## src/rtl/boot_seq_pkg.sv

```systemverilog
package boot_seq_pkg;
  localparam int unsigned BodyW = 5;
  localparam int unsigned StW   = BodyW + 1;

  typedef logic [StW-1:0] st_code_t;

  // {parity, body}; parity makes every legal code odd weight
  localparam st_code_t ST_IDLE = 6'h23;
  localparam st_code_t ST_MEAS = 6'h2C;
  localparam st_code_t ST_VERF = 6'h15;
  localparam st_code_t ST_BOOT = 6'h1A;
  localparam st_code_t ST_LOCK = 6'h1F;

  function automatic logic code_legal(st_code_t c);
    logic par_ok;
    logic in_set;
    par_ok = ^c;
    in_set = (c == ST_IDLE) || (c == ST_MEAS) || (c == ST_VERF) ||
             (c == ST_BOOT) || (c == ST_LOCK);
    return par_ok && in_set;
  endfunction
endpackage

```

## src/rtl/boot_seq_core.sv

```systemverilog
module boot_seq_core
  import boot_seq_pkg::*;
(
  input  logic     clk_i,
  input  logic     rst_ni,
  input  logic     start_i,
  input  logic     meas_done_i,
  input  logic     meas_pass_i,
  input  logic     lock_i,
  output st_code_t state_o
);
  st_code_t state_q, state_d;

  always_comb begin
    state_d = state_q;
    if (lock_i) begin
      state_d = ST_LOCK;
    end else begin
      unique case (state_q)
        ST_IDLE: if (start_i) state_d = ST_MEAS;
        ST_MEAS: if (meas_done_i) state_d = meas_pass_i ? ST_VERF : ST_LOCK;
        ST_VERF: state_d = ST_BOOT;
        ST_BOOT: state_d = ST_BOOT;
        ST_LOCK: state_d = ST_LOCK;
        default: state_d = ST_LOCK;
      endcase
    end
  end

  always_ff @(posedge clk_i or negedge rst_ni) begin
    if (!rst_ni) state_q <= ST_IDLE;
    else         state_q <= state_d;
  end

  assign state_o = state_q;
endmodule

```

## src/rtl/boot_seq_monitor.sv

```systemverilog
module boot_seq_monitor
  import boot_seq_pkg::*;
(
  input  st_code_t state_a_i,
  input  st_code_t state_b_i,
  output logic     illegal_o,
  output logic     mismatch_o
);
  assign illegal_o  = !code_legal(state_a_i) || !code_legal(state_b_i);
  assign mismatch_o = (state_a_i != state_b_i);
endmodule

```

## src/rtl/boot_seq_guard.sv

```systemverilog
module boot_seq_guard
  import boot_seq_pkg::*;
(
  input  logic clk_i,
  input  logic rst_ni,
  input  logic start_i,
  input  logic meas_done_i,
  input  logic meas_pass_i,
  output logic meas_en_o,
  output logic verified_o,
  output logic boot_rel_o,
  output logic locked_o,
  output logic fault_o
);
  st_code_t state_a, state_b;
  logic     illegal, mismatch, err_now, fault_q;

  boot_seq_core u_core_a (
    .clk_i(clk_i), .rst_ni(rst_ni), .start_i(start_i),
    .meas_done_i(meas_done_i), .meas_pass_i(meas_pass_i),
    .lock_i(err_now), .state_o(state_a)
  );

  boot_seq_core u_core_b (
    .clk_i(clk_i), .rst_ni(rst_ni), .start_i(start_i),
    .meas_done_i(meas_done_i), .meas_pass_i(meas_pass_i),
    .lock_i(err_now), .state_o(state_b)
  );

  boot_seq_monitor u_mon (
    .state_a_i(state_a), .state_b_i(state_b),
    .illegal_o(illegal), .mismatch_o(mismatch)
  );

  assign err_now = illegal || mismatch;

  always_ff @(posedge clk_i or negedge rst_ni) begin
    if (!rst_ni)      fault_q <= 1'b0;
    else if (err_now) fault_q <= 1'b1;
  end

  // enables need both copies to agree
  assign fault_o    = fault_q || err_now;
  assign meas_en_o  = (state_a == ST_MEAS) && (state_b == ST_MEAS);
  assign verified_o = (state_a == ST_VERF) && (state_b == ST_VERF);
  assign boot_rel_o = (state_a == ST_BOOT) && (state_b == ST_BOOT);
  assign locked_o   = (state_a == ST_LOCK) || (state_b == ST_LOCK) || fault_o;
endmodule

```

## config.mk

```make
export PLATFORM = sky130hd
export DESIGN_NAME = boot_seq_guard
export DESIGN_NICKNAME = d
export VERILOG_FILES = /design/src/rtl/boot_seq_pkg.sv /design/src/rtl/boot_seq_core.sv /design/src/rtl/boot_seq_monitor.sv /design/src/rtl/boot_seq_guard.sv
export SDC_FILE = /design/constraint.sdc
export NUM_CORES = 1
export LEC_CHECK = 0
export ABC_CLOCK_PERIOD_IN_PS = 2900
export BUFFER_PORTS_ARGS = -buffer_cell sky130_fd_sc_hd__buf_2
export CORE_MARGIN = 4
export CORE_UTILIZATION = 40
export CTS_CLUSTER_SIZE = 30
export DETAILED_ROUTE_END_ITERATION = 6
export PLACE_DENSITY = 0.65
export REMOVE_ABC_BUFFERS = 1
export SYNTH_ARGS = -nofsm -noshare
export SYNTH_HDL_FRONTEND = slang
export SYNTH_SLANG_ARGS = --single-unit
export TNS_END_PERCENT = 1
```

## constraint.sdc

```tcl
create_clock -name clk_i -period 2.9 [get_ports clk_i]
set_input_delay 0.58 -clock clk_i [delete_from_list [all_inputs] [get_ports clk_i]]
set_output_delay 0.58 -clock clk_i [all_outputs]
set_load 0.05 [all_outputs]
```

== Word level (Yosys, flattened, before mapping) ==
Cells that the tools add are included.

* Register bits: 13
* Bits of input ports: 5

* Reductions and logical operators: 26
* Eq/ne operators: 15
* Mux-type cells: 7

{| class="wikitable"
|+ Operators by type and width
! kind !! number
|-
| 6-bit by 5-bit equality test with 1-bit output, second input constant || 6
|-
| 6-bit one-hot mux with 3 select lines || 2
|-
| 6-bit equality test, second input constant || 4
|-
| 6-bit 2-to-1 mux || 4
|-
| 1-bit logical OR || 13
|-
| 3-bit inequality test, second input constant || 4
|-
| 6-bit parity || 2
|-
| 6-bit inequality test || 1
|-
| 1-bit logical AND || 5
|-
| 4-bit 2-to-1 mux || 1
|-
| 2-bit AND reduction || 2
|-
| 2-bit OR reduction || 2
|-
| 1-bit logical NOT || 2
|}

== Depth between registers and ports, before layout ==
Gate-level depths: netlist of the first run.

* Word-level depth: 11
* Depth in mapped cells: 8
* Mapped depth without buffers: 7

== By module ==
Synthesis of the first run repeated with hierarchy kept, for this count alone.

* Cells, all modules: 129
* Area total of the unflattened synthesis: 1268.7 um^2

{| class="wikitable"
|+ Modules (own cells, without submodules)
! module !! cells each !! instances !! seq. area each (um^2) !! area each (um^2)
|-
| boot_seq_core || 27 || 2 || 153.9 || 322.8
|-
| boot_seq_monitor || 55 || 1 || 0.0 || 462.9
|-
| boot_seq_guard || 20 || 1 || 25.0 || 160.2
|}

== Least setup slack after synthesis of the first run ==
Ideal clock, no wire load.

* Path kind: reg-to-output
* Start: register u_core_a.state_q[0] (netlist: u_core_a.state_o[0])
* End: output port fault_o
* Stages on the path, launching flop included: 9
* Buffers on the path: 1
* Data arrival time: 2.165 ns
* Slack: 0.155 ns
* Path through: dfstp_2 > inv_1 > ha_1 > a22o_1 > a221oi_1 > a31oi_1 > and2_1 > buf_2 > nand2b_1

* Word-level cells in the longest chain between the ends: 10
* Elaborated cells between the ends (all ways): 16

{| class="wikitable"
|+ Ends and longest elaborated chain
! item !! line !! source
|-
| start: declaration || boot_seq_core.sv:12 || <nowiki>st_code_t state_q, state_d;</nowiki>
|-
| start signal: assignment || boot_seq_core.sv:32 || <nowiki>else state_q <= state_d;</nowiki>
|-
| 6-bit equality test || boot_seq_pkg.sv:18 || <nowiki>in_set = (c == ST_IDLE) || (c == ST_MEAS) || (c == ST_VERF) ||</nowiki>
|-
| 1-bit logical OR (3 in series) || boot_seq_pkg.sv:18 ||
|-
| 1-bit logical OR || boot_seq_pkg.sv:19 || <nowiki>(c == ST_BOOT) || (c == ST_LOCK);</nowiki>
|-
| 1-bit logical AND || boot_seq_pkg.sv:20 || <nowiki>return par_ok && in_set;</nowiki>
|-
| 1-bit logical NOT || boot_seq_monitor.sv:9 || <nowiki>assign illegal_o = !code_legal(state_a_i) || !code_legal(state_b_i);</nowiki>
|-
| 1-bit logical OR || boot_seq_monitor.sv:9 ||
|-
| 1-bit logical OR (*) || boot_seq_guard.sv:35 || <nowiki>assign err_now = illegal || mismatch;</nowiki>
|-
| 1-bit logical OR (*) || boot_seq_guard.sv:43 || <nowiki>assign fault_o = fault_q || err_now;</nowiki>
|-
| end: declaration || boot_seq_guard.sv:13 || <nowiki>output logic fault_o</nowiki>
|}

Mark *: on every way between the ends. The rest lies on a longest branch, timed or not.

== Final worst setup path of the first run ==
* Start: register u_core_a.state_q[0] (netlist: u_core_a.state_o[0])
* End: output port locked_o

* Word-level cells in the longest chain between the ends: 11
* Elaborated cells between the ends (all ways): 18

{| class="wikitable"
|+ Ends and longest elaborated chain
! item !! line !! source
|-
| 6-bit equality test || boot_seq_pkg.sv:18 ||
|-
| 1-bit logical OR (3 in series) || boot_seq_pkg.sv:18 ||
|-
| 1-bit logical OR || boot_seq_pkg.sv:19 ||
|-
| 1-bit logical AND || boot_seq_pkg.sv:20 ||
|-
| 1-bit logical NOT || boot_seq_monitor.sv:9 ||
|-
| 1-bit logical OR || boot_seq_monitor.sv:9 ||
|-
| 1-bit logical OR || boot_seq_guard.sv:35 ||
|-
| 1-bit logical OR || boot_seq_guard.sv:43 ||
|-
| 1-bit logical OR (*) || boot_seq_guard.sv:47 || <nowiki>assign locked_o = (state_a == ST_LOCK) || (state_b == ST_LOCK) || fault_o;</nowiki>
|-
| end: declaration || boot_seq_guard.sv:12 || <nowiki>output logic locked_o,</nowiki>
|}

Marks and branches as above.

==> results.toml, run 1 <==
[detailed_routing]
first_pass_iters = 4
num_vias = 1047
drt_wl_total_um = 3040
via_per_inst = 5.72
wl_per_cell_um = 16.6
drt-initial-drc-count = 74
drc = 0
final_antenna_net_count = 0

[pwr]
power.density_nw_per_um2 = 215
vdd.ir_drop.worst_mv = 0.197
leakagePower_nw = 0.722

[setup_path]
worstSetupPathType = "flip-flop to output port"
critPathRequiredTime_ns = 2.32
cp.arrival_ns = 2.27
worst_setup_path_start_kind = "flip-flop"
critPathMaxStageDelay_ns = 0.56
crit_path_end_kind = "output port"
crit_family = "simple AND/OR/NAND/NOR gates"
critical_path_buf_inv_count = 2
regToRegSetupSlack_ns = 0.66
worstPathMaxFanout = 4
cp_slowest_cell = "dfstp_2"
crit_chain = "inv_2 -> ha_4 -> xnor3_1 -> nand2_2 -> nor3_2 -> and2_4 -> nand4bb_1 -> buf_6"

[yosys]
netlist.area_leader.share = 0.217
synth_edf_count = 0
syn_avg_cell_area_um2 = 9.30
yosysWarningCount = 0
ys.flop_type = "dfrtp_1"
yosysUniqueCellTypes = 32
synthCells = 124
synthesis.area_um2 = 1150
yosysTopAreaCell = "ha_1"
synth_area_leaders = "ha_1 (22%), dfrtp_1 (15%), dfstp_2 (14%)"
ys_seq_elements = 13
synth_async_sr_flop_share = 1.00
yosysSeqAreaShare = 0.289

[floorplan]
rows = 19
fp.dieW_um = 61.7
die_area_um2 = 3810
core_area_um2 = 2760
fp.dieH_um = 61.7
ioPinCount = 10
start_util = 0.418

[grt]
overflow = 0
grt_pass1_wl_um = 4450
first_global_vias = 963
grt_util_all_layers = 0.159
antenna_found_initial = 0
grt_max_degree = 14

[final_layout]
layout_common_cells = "buf_4 (17), ha_1 (16), nand2_1 (13)"
area_delta_synth_final_pct = 25.3
nFillCells = 245
final_common_cell = "buf_4"
multiInputGateArea_um2 = 820
drive_gt1_frac = 0.336
nNetsFinal = 178
register_area_um2 = 338
fin_cells = 183
final_util = 0.524
antenna_cells = 0

[cts]
clkLatencyLatePin_ns = 0.29
cts_tree = "built"
cts_sinks = 13
cts.path.max_buffers = 2
cts-root-buf = "clkbuf_4"
numCtsBuffers = 3
htreeDepth = 1
clk_pin_slew_worst_paths_ns = 0.09

[worst_hold_path]
hold_path.class = "input port to asynchronous set/reset pin"

[placement]
dp_hpwl_um = 2090
dp_cells = 165
place.gp.congestion = 0.883
port_buffers = 9
dp_slack_ns = 0.132

[job]
drv_cap = 0

[timing]
setup_viol = 0
min_period_ns = 2.85
finalClockSkew_ns = 0.00742
tightest_slew_ns = 0.296
hold_viol_final = 0
hold_ws_ns = 0.158
fin_crit_sh = 0.982
layout_setup_ws_ns = 0.0526
fmax_mhz = 351
slew_headroom = 0.802
slew_viol_final = 0

[outcome]
status = "finished, final reports clean"
-- routing by layer --
layer,vias up,global-route usage,part of all wire
li1,502,-,-
met1,507,0.218,0.44
met2,31,0.241,0.50
met3,7,0.0207,0.036
met4,0,0.0909,0.027
met5,-,0,0
-- cell usage after synthesis (all sizes together) (4+ instances only) --
cell and n:
o211ai 4, inv 13, dfstp 6, dfrtp 7, o21ai 6, nand2 14
nand4 4, a22o 4, ha 20, nand3 6, xnor2 6, nor2 6
-- flip-flops by register name, summed over array words and instances (netlist names) --
name / cells
u_core_a.state_o: 6
u_core_b.state_o: 6
fault_q: 1
-- power breakdown --
| part | switching [W] | total [W] | internal [W] | leakage [nW] |
|---|---|---|---|---|
| registers | 0 | 0.000182 | 0.000182 | 0.123 |
| clock network | 0.0000655 | 0.000119 | 0.0000536 | 0.0150 |
| logic | 0.00000761 | 0.0000102 | 0.00000259 | 0.585 |
| total | 0.0000732 | 0.000311 | 0.000238 | 0.722 |
-- final cells by class --
cell class / count / area share
multi-input cells: 97 / 0.567
well taps: 31 / 0.0268
clock buffers: 4 / 0.0182
flip-flops and latches: 13 / 0.234
repair buffers: 25 / 0.120
inverters: 13 / 0.0338
-- final timing paths --
kind / end / startpoint / cells past startpoint
max: locked_o / u_core_a.state_o[0] / 8
min: u_core_b.state_o[2] / rst_ni / 1
max reg2reg: u_core_b.state_o[3] / u_core_a.state_o[0] / 6
min reg2reg: fault_q / fault_q / 1
max in group asynchronous: u_core_a.state_o[1] / rst_ni / 1
min in group clk_i: fault_q / fault_q / 1
-- metrics by stage --
step	area, µm²	TNS [ns]	power [W]
after floorplan	1150	0	0.000186
after global routing	1450	-0.0313	0.000318
after global placement	1250	0	0.000195
after detailed placement	1250	0	0.000195
final	1450	0	0.000311
after CTS	1310	0	0.000309
-- logic make-up after synthesis --
| group | after synthesis | synth area share |
|---|---|---|
| AND/OR/NAND/NOR | 42 | 0.188 |
| multiplexers | 1 | 0.00868 |
| XOR/XNOR | 8 | 0.0846 |
| AO/OA/AOI/OAI | 26 | 0.167 |
| flip-flops | 13 | 0.289 |
| buffers and inverters | 14 | 0.0466 |
| adder cells (fa/ha/maj) | 20 | 0.217 |
-- what timing repair did --
action | 4_1_cts | 5_1_grt
buffers inserted | 2 | 12
pin swaps | 1 | 7
setup endpoints to repair | 2 | 2
gates resized for setup | 6 | 12
hold buffers | 0 | 0
(Power assumes the default switching activity.)
==> run 2, diff against run 1 <==
CORE_UTILIZATION = 45   (was 40)
PLACE_DENSITY = 0.71   (was 0.65)
SYNTH_HIERARCHICAL = 1   (was default)
==> run 2 against run 1 <==
  * The run now ends with negative setup slack left
  * Die area shrank 2.0%
  * Clock skew shrank 0.0010 ns
  * Synthesized cell count grew 4.0%
  * Sequential power is essentially flat
  * Clock power shrank 7%
  * Combinational power shrank 11%
  * Via count grew 12%
  * Setup slack lost 0.20 ns
  * Fmax shrank 6.6%
  * Highest routed layer unchanged
==> results.toml, run 2 <==
[outcome]
status = "finished, violations left"
violations = "negative setup slack"

[setup_path]
crit_chain = "buf_6 -> xor2_1 -> nor4_1 -> nand3_1 -> or3_4 -> or3_4 -> buf_8"
cp_slowest_cell = "dfstp_2"
worstPathMaxFanout = 6
critPathMaxStageDelay_ns = 0.55
cp_common_cell = "or3_4"
critPathRequiredTime_ns = 2.32
crit_path_end_kind = "output port"
worstSetupPathType = "flip-flop to output port"
startpoint = "u_core_a/state_o[5]"
critical_path_buf_inv_count = 2
worst_setup_path_start_kind = "flip-flop"
crit_family = "simple AND/OR/NAND/NOR gates"
regToRegSetupSlack_ns = 0.06
r2r-start = "u_core_a/state_o[1]"
cp.arrival_ns = 2.47

[pwr]
leakagePower_nw = 0.838
power.density_nw_per_um2 = 178
vdd.ir_drop.worst_mv = 0.189
total_power_w = 0.000302

[cts]
cts_sinks = 13
htreeDepth = 1
clkLatencyLatePin_ns = 0.27
numCtsBuffers = 3
cts_hold_buf = 0
cts.path.max_buffers = 2
cts_tree = "built"
cts-root-buf = "clkbuf_4"
clk_pin_slew_worst_paths_ns = 0.08

[detailed_routing]
first_pass_iters = 4
wl_per_cell_um = 17.4
num_vias = 1177
via_per_inst = 5.91
final_antenna_net_count = 0
drt-initial-drc-count = 61
drc = 0
drt_wl_total_um = 3450

[timing]
min_period_ns = 3.05
finalClockSkew_ns = 0.00638
fmax_mhz = 328
finalSetupTns_ns = -0.150
slew_viol_final = 0
fin_crit_sh = 1.05
tightest_slew_ns = 0.357
setup_viol = 1
hold_viol_final = 0
rsz0062_at_grt = "true"
layout_setup_ws_ns = -0.150
slew_headroom = 0.760

[grt]
first_global_vias = 1283
grt_max_degree = 14
grt_pass1_wl_um = 5970
antenna_found_initial = 0
overflow = 0
grt_util_all_layers = 0.219

[yosys]
yosysTopAreaCell = "ha_1"
netlist.area_leader.share = 0.197
synthesis.area_um2 = 1270
yosysSeqAreaShare = 0.262
ys_seq_elements = 13
synthCells = 129
syn_avg_cell_area_um2 = 9.84
synth_async_sr_flop_share = 1.00
synth_common_cells = "ha_1 (20), inv_1 (16), nand2b_1 (10)"
yosysWarningCount = 6
ys.flop_type = "dfrtp_1"
yosysUniqueCellTypes = 30
synth_edf_count = 0
yosysMostFrequentCell = "ha_1"
synth_area_leaders = "ha_1 (20%), dfrtp_1 (14%), dfstp_2 (12%)"

[final_layout]
nNetsFinal = 195
final_util = 0.654
final_common_cell = "ha_1"
drive_gt1_frac = 0.402
antenna_cells = 0
layout_common_cells = "ha_1 (17), buf_4 (15), inv_1 (14)"
area_delta_synth_final_pct = 33.4

[floorplan]
start_util = 0.490
die_area_um2 = 3730
rows = 18
fp.dieW_um = 61.1
ioPinCount = 10
fp.dieH_um = 61.1
core_area_um2 = 2590

[placement]
dp_hpwl_um = 2400
place.gp.congestion = 0.856
port_buffers = 9
dp_slack_ns = 0.0217

[worst_hold_path]
hold_path.class = "input port to asynchronous set/reset pin"

[job]
drv_cap = 0
[run 2: metrics by stage]
step	hold slack (ns)	cell area (µm²)	instances
2_1_floorplan	0.284	1270	129
3_5_place_dp	0.457	1450	181
6_report	0.174	1690	199
3_3_place_gp	0.461	1450	181
5_1_grt	0.176	1690	199
4_1_cts	0.180	1670	199
[run 2: layer usage]
metal | part of all wire | GRT usage
met1 | 0.43 | 0.263
met2 | 0.48 | 0.375
met3 | 0.047 | 0.0335
met4 | 0.039 | 0.118
met5 | 0 | 0
[run 2: area by class of cell]
cell class | instances | area (µm²)
Multi-Input combinational cell | 100 | 933
Inverter | 16 | 60.1
Sequential cell | 13 | 333
Clock buffer | 4 | 26.3
Tap cell | 30 | 37.5
Fill cell | 205 | 897
Timing Repair Buffer | 36 | 303
[run 2: final timing paths]
path                       cells past startpoint                   to
max in group asynchronous                      1  u_core_b/state_o[1]
max reg2reg                                   15  u_core_b/state_o[0]
max                                            7             locked_o
min in group clk_i                             1              fault_q
min                                            1  u_core_a/state_o[3]
min reg2reg                                    1              fault_q
[run 2: repair_timing]
item	4_1_cts	5_1_grt
pin swaps	10	1
buffers inserted	14	0
setup endpoints to repair	1	15
gates resized for setup	18	7
[run 2: cell families (layout without fill, tap and decap cells)]
logic type,Yosys count,in the layout,share of synthesized area
simple gates,46,46,0.274
xor+xnor,10,10,0.0690
fa+ha+maj,20,20,0.197
buf+inv,16,56,0.0473
compound gates,24,24,0.150
flops,13,13,0.262
[run 2: report_power, final]
group          switching [W]  internal (W)
combinational     0.00000686    0.00000217
clock              0.0000576     0.0000533
sequential     0.00000000651      0.000182
